## src/rtl/calm_pkg.sv

```systemverilog
package calm_pkg;
    localparam int NFIELD  = 5;
    localparam int FW      = 7;
    localparam int AW      = 5;
    localparam int DW      = 8;
    localparam int IE_BIT  = 1;
    localparam int FLG_BIT = 4;
    localparam int DIS_BIT = 7;
    localparam logic [AW-1:0] CTRL_ADDR = 5'h01;
    localparam logic [AW-1:0] ALM_BASE  = 5'h0A;

    typedef logic [FW-1:0] fval_t;

    typedef struct packed {
        logic  dis;
        fval_t val;
    } alm_fld_t;

    typedef struct packed {
        logic set;
        logic clr;
    } flag_req_t;

    // compared width of field i: second, minute, hour, day of month, weekday
    function automatic int fwidth(input int i);
        case (i)
            0, 1:    return 7;
            2, 3:    return 6;
            default: return 3;
        endcase
    endfunction

    function automatic fval_t fmask(input int i);
        fval_t m;
        for (int b = 0; b < FW; b++) m[b] = (b < fwidth(i));
        return m;
    endfunction
endpackage

```

## src/rtl/calm_regs.sv

```systemverilog
module calm_regs
    import calm_pkg::*;
(
    input  logic            clk,
    input  logic            rst,
    input  logic            wr_en,
    input  logic [AW-1:0]   addr,
    input  logic [DW-1:0]   wdata,
    input  logic            flag,
    output alm_fld_t        fld [NFIELD],
    output logic            ie,
    output logic            clr_req,
    output logic [DW-1:0]   rdata
);
    localparam alm_fld_t FLD_RST = '{dis: 1'b1, val: '0};

    logic ctrl_hit;
    assign ctrl_hit = (addr == CTRL_ADDR);

    for (genvar i = 0; i < NFIELD; i++) begin : g_fld
        localparam logic [AW-1:0] MY_ADDR = ALM_BASE + AW'(i);
        always_ff @(posedge clk) begin
            if (rst) begin
                fld[i] <= FLD_RST;
            end else if (wr_en && addr == MY_ADDR) begin
                fld[i].dis <= wdata[DIS_BIT];
                fld[i].val <= wdata[FW-1:0] & fmask(i);
            end
        end
    end

    always_ff @(posedge clk) begin
        if (rst)                   ie <= 1'b0;
        else if (wr_en && ctrl_hit) ie <= wdata[IE_BIT];
    end

    assign clr_req = wr_en && ctrl_hit && !wdata[FLG_BIT];

    always_comb begin
        rdata = '0;
        if (ctrl_hit) begin
            rdata[IE_BIT]  = ie;
            rdata[FLG_BIT] = flag;
        end
        for (int i = 0; i < NFIELD; i++) begin
            if (addr == ALM_BASE + AW'(i)) rdata = {fld[i].dis, fld[i].val};
        end
    end
endmodule

```

## src/rtl/calm_field_cmp.sv

```systemverilog
module calm_field_cmp
    import calm_pkg::*;
#(
    parameter int W = 7
) (
    input  logic [W-1:0] live,
    input  alm_fld_t     cfg,
    output logic         hit,
    output logic         used
);
    assign used = !cfg.dis;
    assign hit  = cfg.dis || (live == cfg.val[W-1:0]);
endmodule

```

## src/rtl/calm_flag.sv

```systemverilog
module calm_flag
    import calm_pkg::*;
(
    input  logic      clk,
    input  logic      rst,
    input  logic      tick,
    input  logic      all_hit,
    input  logic      any_used,
    input  flag_req_t req,
    output logic      flag
);
    always_ff @(posedge clk) begin
        if (rst)          flag <= 1'b0;
        else if (req.set) flag <= 1'b1;
        else if (req.clr) flag <= 1'b0;
    end


    flag_after_tick_chk: assert property (@(posedge clk) disable iff (rst)
        $rose(flag) |-> $past(tick));

    flag_needs_field_chk: assert property (@(posedge clk) disable iff (rst)
        $rose(flag) |-> $past(any_used && all_hit));

    set_wins_chk: assert property (@(posedge clk) disable iff (rst)
        (tick && all_hit && any_used && req.clr) |=> flag);
endmodule

```

## src/rtl/cal_alarm_match.sv

```systemverilog
module cal_alarm_match
    import calm_pkg::*;
(
    input  logic          clk,
    input  logic          rst,
    input  logic          tick,
    input  logic [6:0]    cur_sec,
    input  logic [6:0]    cur_min,
    input  logic [5:0]    cur_hour,
    input  logic [5:0]    cur_mday,
    input  logic [2:0]    cur_wday,
    input  logic          wr_en,
    input  logic [AW-1:0] addr,
    input  logic [DW-1:0] wdata,
    output logic [DW-1:0] rdata,
    output logic          alarm_flag,
    output logic          irq_n
);
    alm_fld_t    fld [NFIELD];
    fval_t       live [NFIELD];
    logic [NFIELD-1:0] hit, used;
    logic        ie, clr_req, all_hit, any_used;
    flag_req_t   req;

    assign live[0] = FW'(cur_sec);
    assign live[1] = FW'(cur_min);
    assign live[2] = FW'(cur_hour);
    assign live[3] = FW'(cur_mday);
    assign live[4] = FW'(cur_wday);

    calm_regs u_regs (
        .clk(clk), .rst(rst), .wr_en(wr_en), .addr(addr), .wdata(wdata),
        .flag(alarm_flag), .fld(fld), .ie(ie), .clr_req(clr_req), .rdata(rdata)
    );

    for (genvar i = 0; i < NFIELD; i++) begin : g_cmp
        localparam int W = fwidth(i);
        calm_field_cmp #(.W(W)) u_cmp (
            .live(live[i][W-1:0]), .cfg(fld[i]), .hit(hit[i]), .used(used[i])
        );
    end

    assign all_hit  = &hit;
    assign any_used = |used;
    assign req.set  = tick && all_hit && any_used;
    assign req.clr  = clr_req;

    calm_flag u_flag (
        .clk(clk), .rst(rst), .tick(tick), .all_hit(all_hit),
        .any_used(any_used), .req(req), .flag(alarm_flag)
    );

    assign irq_n = !(ie && alarm_flag);


    flag_clear_by_write_chk: assert property (@(posedge clk) disable iff (rst)
        $fell(alarm_flag) |-> $past(wr_en && addr == CTRL_ADDR && !wdata[FLG_BIT]));

    irq_needs_enable_chk: assert property (@(posedge clk) disable iff (rst)
        $fell(irq_n) |-> (ie && alarm_flag));
endmodule

```

## config.mk

```make
export PLATFORM = sky130hd
export DESIGN_NAME = cal_alarm_match
export DESIGN_NICKNAME = d
export VERILOG_FILES = /design/src/rtl/calm_pkg.sv /design/src/rtl/calm_regs.sv /design/src/rtl/calm_field_cmp.sv /design/src/rtl/calm_flag.sv /design/src/rtl/cal_alarm_match.sv
export SDC_FILE = /design/constraint.sdc
export NUM_CORES = 1
export LEC_CHECK = 0
export ABC_AREA = 1
export BUFFER_PORTS_ARGS = -buffer_cell sky130_fd_sc_hd__clkbuf_2
export CORE_UTILIZATION = 40
export DETAILED_ROUTE_END_ITERATION = 8
export GPL_ROUTABILITY_DRIVEN = 1
export SETUP_SLACK_MARGIN = 0.3
export SKIP_LAST_GASP = 1
export SLEW_MARGIN = 20
export SYNTH_ARGS = -nofsm -noshare
export SYNTH_HDL_FRONTEND = slang
export SYNTH_SLANG_ARGS = --single-unit
```

## constraint.sdc

```tcl
create_clock -name clk -period 3.4 [get_ports clk]
set_input_delay 0.68 -clock clk [delete_from_list [all_inputs] [get_ports clk]]
set_output_delay 0.68 -clock clk [all_outputs]
set_load 0.02 [all_outputs]
```

==> Implementation_results.wiki, run 1 <==
{| class="wikitable"
! Metric !! Value
|-
| Status || finished clean
|-
| Post-synthesis instance area || 2170 um2
|-
| Dominant combinational cell family by area after synthesis || simple AND/OR/NAND/NOR gates
|-
| Portion of the clock cycle consumed by the worst path in the final layout || 78.7%
|-
| Sequential cell fraction of total power || 51.9%
|-
| Worst setup slack after placement || 0.743 ns
|-
| Area contributors post-synth || sky130_fd_sc_hd__dfxtp_1, sky130_fd_sc_hd__nand2_1, sky130_fd_sc_hd__inv_1
|-
| Number of nets with antenna violations after detailed routing || 0
|-
| Setup Crit Path Kind || input pin to output pin
|-
| Leftover overflow at the end of global routing || 0
|-
| Largest net degree at the start of global routing || 35
|-
| Horiz. Die Dim || 75.6 um
|-
| Number of violations of the max-capacitance limit || 0
|-
| Quantity of I/O buffers inserted on ports || 55
|-
| Cts bufs inserted || 5
|-
| Overall power after layout || 831 uW
|-
| Worst hold-check path type || register to register
|-
| Share of power burned in combinational logic || 13.9%
|-
| Filler Cells Inserted || between 500 and 600
|-
| Routed len/inst || 12.4 um
|-
| Initial core utilization || 41.9%
|-
| Launching element of the worst setup path || addr[3]
|-
| Starting DRT DRC Count || ~140
|-
| Setup-violating endpoint count in the final report || 0
|-
| Syn_nets || 373
|-
| Die area || 5720 um2
|-
| Peak supply drop || 0.000233 V
|-
| Total routing resource utilization after global routing || 21.1%
|-
| Number of instances resized during post-cts repair || 0
|-
| TNS Setup || 0 ns
|-
| Iteration count of the initial detailed-routing pass || 4
|-
| Simple-gate share of the synthesized area || about 27%
|-
| Area share of xor/xnor cells in the synthesized design || 4.44%
|-
| IO Pins || 56
|-
| Power Internal || between 600 and 700 uW
|-
| Initial antenna violation count || 0
|-
| CP Launch Type || input pin
|-
| Net switching power || between 200 and 250 uW
|-
| Routability congestion estimate from global placement || 0.829
|-
| Fraction of the yosys area taken by sequential cells || between 30% and 40%
|-
| Area of the multi-input gates || 1150 um2
|-
| Adder and majority gate portion of the synthesized area || 0%
|-
| Power per cell area || 326 nW/um2
|-
| Fraction of layout instances using a drive strength above 1 || 24.3%
|-
| Clock sink count || 36
|-
| Number of H-tree levels || 2
|-
| Switching Fraction || 26.3%
|-
| Area inside the core boundary || approximately 5200 um2
|-
| Count of vias placed by the detailed router || about 2.2k
|-
| Portion of netlist area occupied by mux cells || 0%
|-
| Fraction of the mapped netlist area in compound gates || 21.9%
|-
| Average size of a mapped cell || 6.63 um2
|-
| Hold violation count in the final report || 0
|-
| Warning count from the yosys run || 0
|-
| DRC viols || 0
|-
| Worst-path maximum fanout || 9
|-
| Hold-fix buffers, CTS || 0
|-
| Detail-routed via count per cell || 4.90
|-
| Critical path arrival || 2.00 ns
|-
| Worst setup EP type || output pin
|-
| Height of the die || 75.6 um
|-
| Global-route wire length before repair || 8750 um
|-
| Sequential cell area || between 700 and 800 um2
|-
| Worst Slack Setup Final || 0.723 ns
|-
| Number of synthesized register bits || 36
|-
| Detailed placer's ending HPWL || around 4400 um
|-
| Transition time at the pin with the least slew margin || 0.958 ns
|-
| Worst slew margin || between 30% and 40%
|-
| RR Startpoint || u_regs.fld[19]
|-
| Worst-Skew Late Latency || between 0.2 and 0.3 ns
|-
| Setup repair after global routing missed its margin || no
|-
| Max Clk Rate || 0.374 GHz
|-
| Cell chosen for the clock root || sky130_fd_sc_hd__clkbuf_8
|-
| Number of global-route vias before repair || 1897
|-
| TritonCTS clock tree || yes
|-
| Final Max Slew Viols || 0
|-
| Leakage power of the design || 0.00120 uW
|-
| Drt total wl || 5610 um
|-
| Total Nets Final || 428
|-
| Gate Count Post-Synth || 327
|-
| Top cell type's share of synthesized area || around 33%
|-
| Number of setup buffers added after CTS || 0
|-
| CP required || 2.72 ns
|-
| Antenna diode instance count || 0
|-
| Worst-case clock buffer depth || 2
|-
| Relative contribution of the clock network to total power || 34.2%
|-
| Min cycle time layout || between 2 and 3 ns
|-
| Min-Delay Startpoint || u_regs.fld[11]
|-
| Hold slack || around 0.5 ns
|-
| Cell row count || 26
|-
| Growth of design area from synthesis to finish || 17.7%
|-
| Cell type with the largest total area after synthesis || sky130_fd_sc_hd__dfxtp_1
|-
| Number of distinct library cell variants in the gate-level netlist after synthesis || 29
|-
| Final core utilization || a little under 50%
|-
| Reg clk slew, reported paths || ~0.06 ns
|-
| Worst clock skew || 0.00520 ns
|}
==> power by group through the flow <==
stage	registers (uW)	clock network (uW)	logic (uW)
6_report	432	284	116
4_1_cts	431	291	117
5_1_grt	432	313	130
2_1_floorplan	440	0	63.1
3_3_place_gp	441	0	115
3_5_place_dp	441	0	116
==> placed cells by master (no fill, tap or decap) <==
cell	n
sky130_fd_sc_hd__a22oi_1	1
sky130_fd_sc_hd__nor2_1	27
sky130_fd_sc_hd__clkbuf_2	55
sky130_fd_sc_hd__nand2_1	77
sky130_fd_sc_hd__a21oi_2	5
sky130_fd_sc_hd__o211ai_1	4
sky130_fd_sc_hd__o21a_1	1
sky130_fd_sc_hd__nand3_2	1
sky130_fd_sc_hd__nor4_2	1
sky130_fd_sc_hd__inv_2	12
sky130_fd_sc_hd__nand3_1	8
sky130_fd_sc_hd__dfxtp_1	36
sky130_fd_sc_hd__o22ai_1	2
sky130_fd_sc_hd__nor2_4	6
sky130_fd_sc_hd__or2_2	1
sky130_fd_sc_hd__nand4_1	2
sky130_fd_sc_hd__o21ai_0	13
sky130_fd_sc_hd__xnor2_1	4
sky130_fd_sc_hd__o221ai_1	5
sky130_fd_sc_hd__clkbuf_1	1
sky130_fd_sc_hd__a21oi_1	28
sky130_fd_sc_hd__o21bai_1	1
sky130_fd_sc_hd__o2111ai_1	1
sky130_fd_sc_hd__clkinv_2	1
sky130_fd_sc_hd__nor2_2	3
sky130_fd_sc_hd__xor2_1	7
sky130_fd_sc_hd__clkbuf_8	5
sky130_fd_sc_hd__nand4_2	2
sky130_fd_sc_hd__inv_1	51
sky130_fd_sc_hd__o21ai_1	20
sky130_fd_sc_hd__o21ai_2	1
==> metal layers <==
layer | global-route usage, % | vias to the layer above | share of wire [%]
met1 | 26.4 | 1005 | 47
met4 | 5.56 | 0 | 0.71
met5 | 0 | - | 0
li1 | - | 1148 | -
met2 | 36.4 | 56 | 47
met3 | 5.29 | 5 | 5.4
==> worst paths after layout <==
check / cells after the start / end / slack (ns)
max: 8 / rdata[4] / 0.72
max reg2reg: 8 / u_flag.flag / 2.09
min: 2 / u_regs.fld[11] / 0.49
min reg2reg: 2 / u_regs.fld[11] / 0.49
==> through the flow <==
stage | instance area (um2) | std cells
2_1_floorplan | 2170 | 327
3_3_place_gp | 2470 | 445
5_1_grt | 2550 | 452
3_5_place_dp | 2470 | 445
4_1_cts | 2550 | 452
6_report | 2550 | 452
==> flip-flops by register name, summed over array words and instances, names as in the netlist <==
signal / flops
u_regs.fld: 34
u_flag.flag: 1
u_regs.ie: 1
==> layout make-up <==
class | instances | share of cell area (%)
Tap cell | 70 | 3.43
Clock inverter | 1 | 0.196
Clock buffer | 6 | 2.84
Inverter | 63 | 9.26
Sequential cell | 36 | 28.2
Multi-Input combinational cell | 221 | 45.2
Timing Repair Buffer | 55 | 10.8
==> cell families after synthesis <==
kind of cell / after synthesis
xor gates and xnor gates: 11
buffers and inverters: 70
DFF: 36
and+or+nand+nor: 128
AOI/OAI and AO/OA: 82
==> cells in the mapped netlist (all sizes together) <==
| master | count |
|---|---|
| nand2 | 77 |
| inv | 63 |
| dfxtp | 36 |
| nor2 | 36 |
| o21ai | 34 |
| a21oi | 33 |
| nand3 | 9 |
| xor2 | 7 |
| o221ai | 5 |
| buf | 4 |
| nand4 | 4 |
| o211ai | 4 |
| xnor2 | 4 |
| clkbuf | 3 |
| o22ai | 2 |
| a22oi | 1 |
| nor4 | 1 |
| o2111ai | 1 |
| o21a | 1 |
| o21bai | 1 |
| or2 | 1 |
==> worst max-delay path, stage by stage <==
cell                       delay, ns
sky130_fd_sc_hd__clkbuf_2       0.13
sky130_fd_sc_hd__inv_1          0.06
sky130_fd_sc_hd__nor2_2         0.12
sky130_fd_sc_hd__nand4_2        0.27
sky130_fd_sc_hd__o221ai_1       0.34
sky130_fd_sc_hd__nor2_1         0.09
sky130_fd_sc_hd__a21oi_1        0.12
sky130_fd_sc_hd__clkbuf_2       0.18
Note: power is estimated with default switching activity, not from simulation.
==> run 2: changes to the inputs <==
ABC_AREA = 0   (was 1)
clock period = 2.8 ns   (was 3.4 ns; I/O delays follow)
==> Implementation_results.wiki, run 2 <==
{| class="wikitable"
! Metric !! Value
|-
| Cell Area, Placed || 2330 um2
|-
| Min-Delay Startpoint || u_regs.ie
|-
| DRC viols || 0
|-
| Initial core utilization || 41.9%
|-
| Number of violations of the max-capacitance limit || 0
|-
| Worst-path maximum fanout || 6
|-
| Commonest non-fill, non-tap cell in the layout || sky130_fd_sc_hd__clkbuf_2
|-
| Clock sink count || 36
|-
| Power per cell area || 419 nW/um2
|-
| Most instantiated flip-flop cell in the synthesis netlist || sky130_fd_sc_hd__dfxtp_1
|-
| Horiz. Die Dim || 72.6 um
|-
| Drt total wl || about 5400 um
|-
| Worst clock skew || between 0.002 and 0.0025 ns
|-
| Sequential cell fraction of total power || 50.5%
|-
| Peak supply drop || between 0.00015 and 0.0002 V
|-
| Largest net degree at the start of global routing || 29
|-
| Number of H-tree levels || 2
|-
| Cells traversed along the worst timing path || clkbuf_2 -> or3b_1 -> nor3_2 -> a22o_1 -> mux2i_1 -> o21ai_0 -> clkbuf_2
|-
| Register bank with the most flops || u_regs.fld
|-
| Layout Cell Area excl Fill || 2460 um2
|-
| Library cell contributing the largest single delay on the critical path || sky130_fd_sc_hd__or3b_1
|-
| Detailed placer's ending HPWL || 4000 um
|-
| Quantity of I/O buffers inserted on ports || 55
|-
| Setup-violating endpoint count in the final report || 0
|-
| Transition time at the pin with the least slew margin || 0.540 ns
|-
| Portion of the clock cycle consumed by the worst path in the final layout || between 80 and 90%
|-
| Ranking of synthesized cells by instance count || sky130_fd_sc_hd__dfxtp_1, sky130_fd_sc_hd__nand2_1, sky130_fd_sc_hd__a21oi_1
|-
| Critical path arrival || 1.88 ns
|-
| Share of power burned in combinational logic || roughly an eighth
|-
| Cell type with the largest total area after synthesis || sky130_fd_sc_hd__dfxtp_1
|-
| Iteration count of the initial detailed-routing pass || 4
|-
| Setup repair after global routing missed its margin || yes
|-
| Area contributors post-synth || sky130_fd_sc_hd__dfxtp_1, sky130_fd_sc_hd__mux2i_1, sky130_fd_sc_hd__xor2_1
|-
| Worst slew margin || between 60% and 70%
|-
| Fraction of layout instances using a drive strength above 1 || approximately 26%
|-
| Total routing resource utilization after global routing || roughly 22%
|-
| Syn_nets || 279
|-
| Fraction of the yosys area taken by sequential cells || 36.2%
|-
| Cell chosen for the clock root || sky130_fd_sc_hd__clkbuf_8
|-
| Status || finished clean
|-
| Overall power after layout || 1030 uW
|-
| Worst-Skew Late Latency || 0.29 ns
|-
| Gate Count Post-Synth || 233
|-
| Share of flip-flops with an asynchronous set or reset after synthesis || 0%
|-
| Leakage power of the design || 0.00109 uW
|-
| RR Startpoint || u_regs.fld[25]
|-
| Warning count from the yosys run || 0
|-
| Launching element of the worst setup path || addr[2]
|-
| Hold violation count in the final report || 0
|-
| TNS Setup || 0 ns
|-
| Antenna diode instance count || 0
|-
| Most used cells in the layout excluding fill and tap cells || sky130_fd_sc_hd__clkbuf_2, sky130_fd_sc_hd__dfxtp_1, sky130_fd_sc_hd__nand2_1
|-
| Library cell with the highest instance count after synthesis || sky130_fd_sc_hd__dfxtp_1
|-
| Growth of design area from synthesis to finish || 23.4%
|-
| Post-synthesis instance area || 1990 um2
|-
| Setup Crit Path Kind || input pin to output pin
|-
| IO Pins || between 50 and 60
|-
| Die area || 5270 um2
|-
| Reg clk slew, reported paths || around 0.07 ns
|-
| Slowest cell delay on critical path || 0.43 ns
|-
| Switching Fraction || 25.0%
|-
| Power Internal || 774 uW
|-
| Final Max Slew Viols || 0
|-
| Crit path top cell by count || sky130_fd_sc_hd__clkbuf_2
|-
| Largest register FFs || 34
|-
| Routability congestion estimate from global placement || 0.862
|-
| Largest registers || u_regs.fld: 34 flops, u_flag.flag: 1 flops, u_regs.ie: 1 flops
|-
| Relative contribution of the clock network to total power || a little under two fifths
|-
| Top cell type's share of synthesized area || 36.2%
|-
| Global-route wire length before repair || 8700 um
|-
| Dpl cells || 348
|-
| Number of global-route vias before repair || 1724
|-
| Max Clk Rate || 0.411 GHz
|-
| Count of vias placed by the detailed router || between 1.5k and 2k
|-
| Starting DRT DRC Count || 79
|-
| Cell row count || 25
|-
| TritonCTS clock tree || yes
|-
| Net switching power || around 260 uW
|-
| Routed len/inst || 15.1 um
|-
| Worst-case clock buffer depth || 2
|-
| Number of nets with antenna violations after detailed routing || 0
|-
| Hold slack || 0.491 ns
|-
| Area inside the core boundary || 4750 um2
|-
| CP Launch Type || input pin
|-
| Worst hold-check path type || register to register
|-
| EDFF count, synth || 0
|-
| Average size of a mapped cell || between 8 and 9 um2
|-
| Number of distinct library cell variants in the gate-level netlist after synthesis || 39
|-
| Height of the die || 72.6 um
|-
| Non-filler instance count after layout || 358
|-
| Leftover overflow at the end of global routing || 0
|-
| Total Nets Final || 336
|-
| Cts bufs inserted || 5
|-
| CP required || approximately 2.2 ns
|-
| Min cycle time layout || 2.44 ns
|-
| Detail-routed via count per cell || approximately 5.3
|-
| Worst setup EP type || output pin
|-
| Initial antenna violation count || 0
|-
| Number of synthesized register bits || 36
|}
run 2: cell types whose count changed in the layout (fill, tap and decap cells not counted), moves of 6 or more:
cell / delta
sky130_fd_sc_hd__inv_1: -50
sky130_fd_sc_hd__nor2_4: -6
sky130_fd_sc_hd__inv_2: -12
sky130_fd_sc_hd__xor2_1: +10
sky130_fd_sc_hd__nand2_1: -49
sky130_fd_sc_hd__xnor2_1: +8
sky130_fd_sc_hd__o21ai_1: -19
sky130_fd_sc_hd__a21oi_1: -8
sky130_fd_sc_hd__mux2i_1: +19
sky130_fd_sc_hd__nand3_1: +10
sky130_fd_sc_hd__nor2_1: -8
run 2: cell type report:
class	instances	area, um2
repair buffers	62	344
fillers	509	2300
multi-input cells	184	1220
inverters	1	3.75
flip-flops and latches	36	721
clock buffers	8	90.1
well taps	67	83.8
run 2: repair_timing:
| action | in CTS | in global routing |
|---|---|---|
| gates resized for setup | 0 | 2 |
| hold buffers | 0 | 0 |
| endpoints found under the setup margin | 0 | 4 |
| setup buffers | 0 | 2 |
| endpoints found under the hold margin | 0 | 0 |
run 2: power by group through the flow:
stage | registers (uW) | clock network [uW] | logic, uW
final | 521 | 383 | 127
after global routing | 522 | 417 | 138
after CTS | 521 | 392 | 125
after detailed placement | 533 | 0 | 124
after global placement | 533 | 0 | 125
after floorplan | 532 | 0 | 63.4
run 2: metrics by stage:
stage / setup WS (ns) / utilization, %
finish: 0.365 / 51.7
global route: 0.285 / 51.7
CTS: 0.300 / 50.9
detailed placement: 0.304 / 49.1
global placement: 0.315 / 49.1
floorplan: 0.409 / -
run 2: final timing paths:
check                     end  slack [ns]  cells after the start
setup / recovery     rdata[4]        0.36                      7
hold reg to reg     u_regs.ie        0.49                      2
hold / removal      u_regs.ie        0.49                      2
setup reg to reg  u_flag.flag        1.32                      5
run 2: kinds of logic after synthesis:
family | synth area share (%)
AND/OR/NAND/NOR | 23.6
AO/OA/AOI/OAI | 14.9
multiplexers | 9.55
buffers and inverters | 3.01
XOR/XNOR | 12.8
flip-flops | 36.2
run 2: metal layers:
| metal | vias up | part of all wire [%] | track usage (%) |
|---|---|---|---|
| li1 | 946 | - | - |
| met1 | 882 | 46 | 29.6 |
| met2 | 51 | 49 | 35.8 |
| met3 | 6 | 4.4 | 4.31 |
| met4 | 0 | 1.3 | 5.88 |
| met5 | - | 0 | 0 |
run 2: worst max-delay path: cells and delay by family:
| family | cells | cell delay (ns) |
|---|---|---|
| and+or+nand+nor | 2 | 0.63 |
| buffers and inverters | 2 | 0.35 |
| muxes | 1 | 0.07 |
| AOI/OAI and AO/OA | 2 | 0.26 |
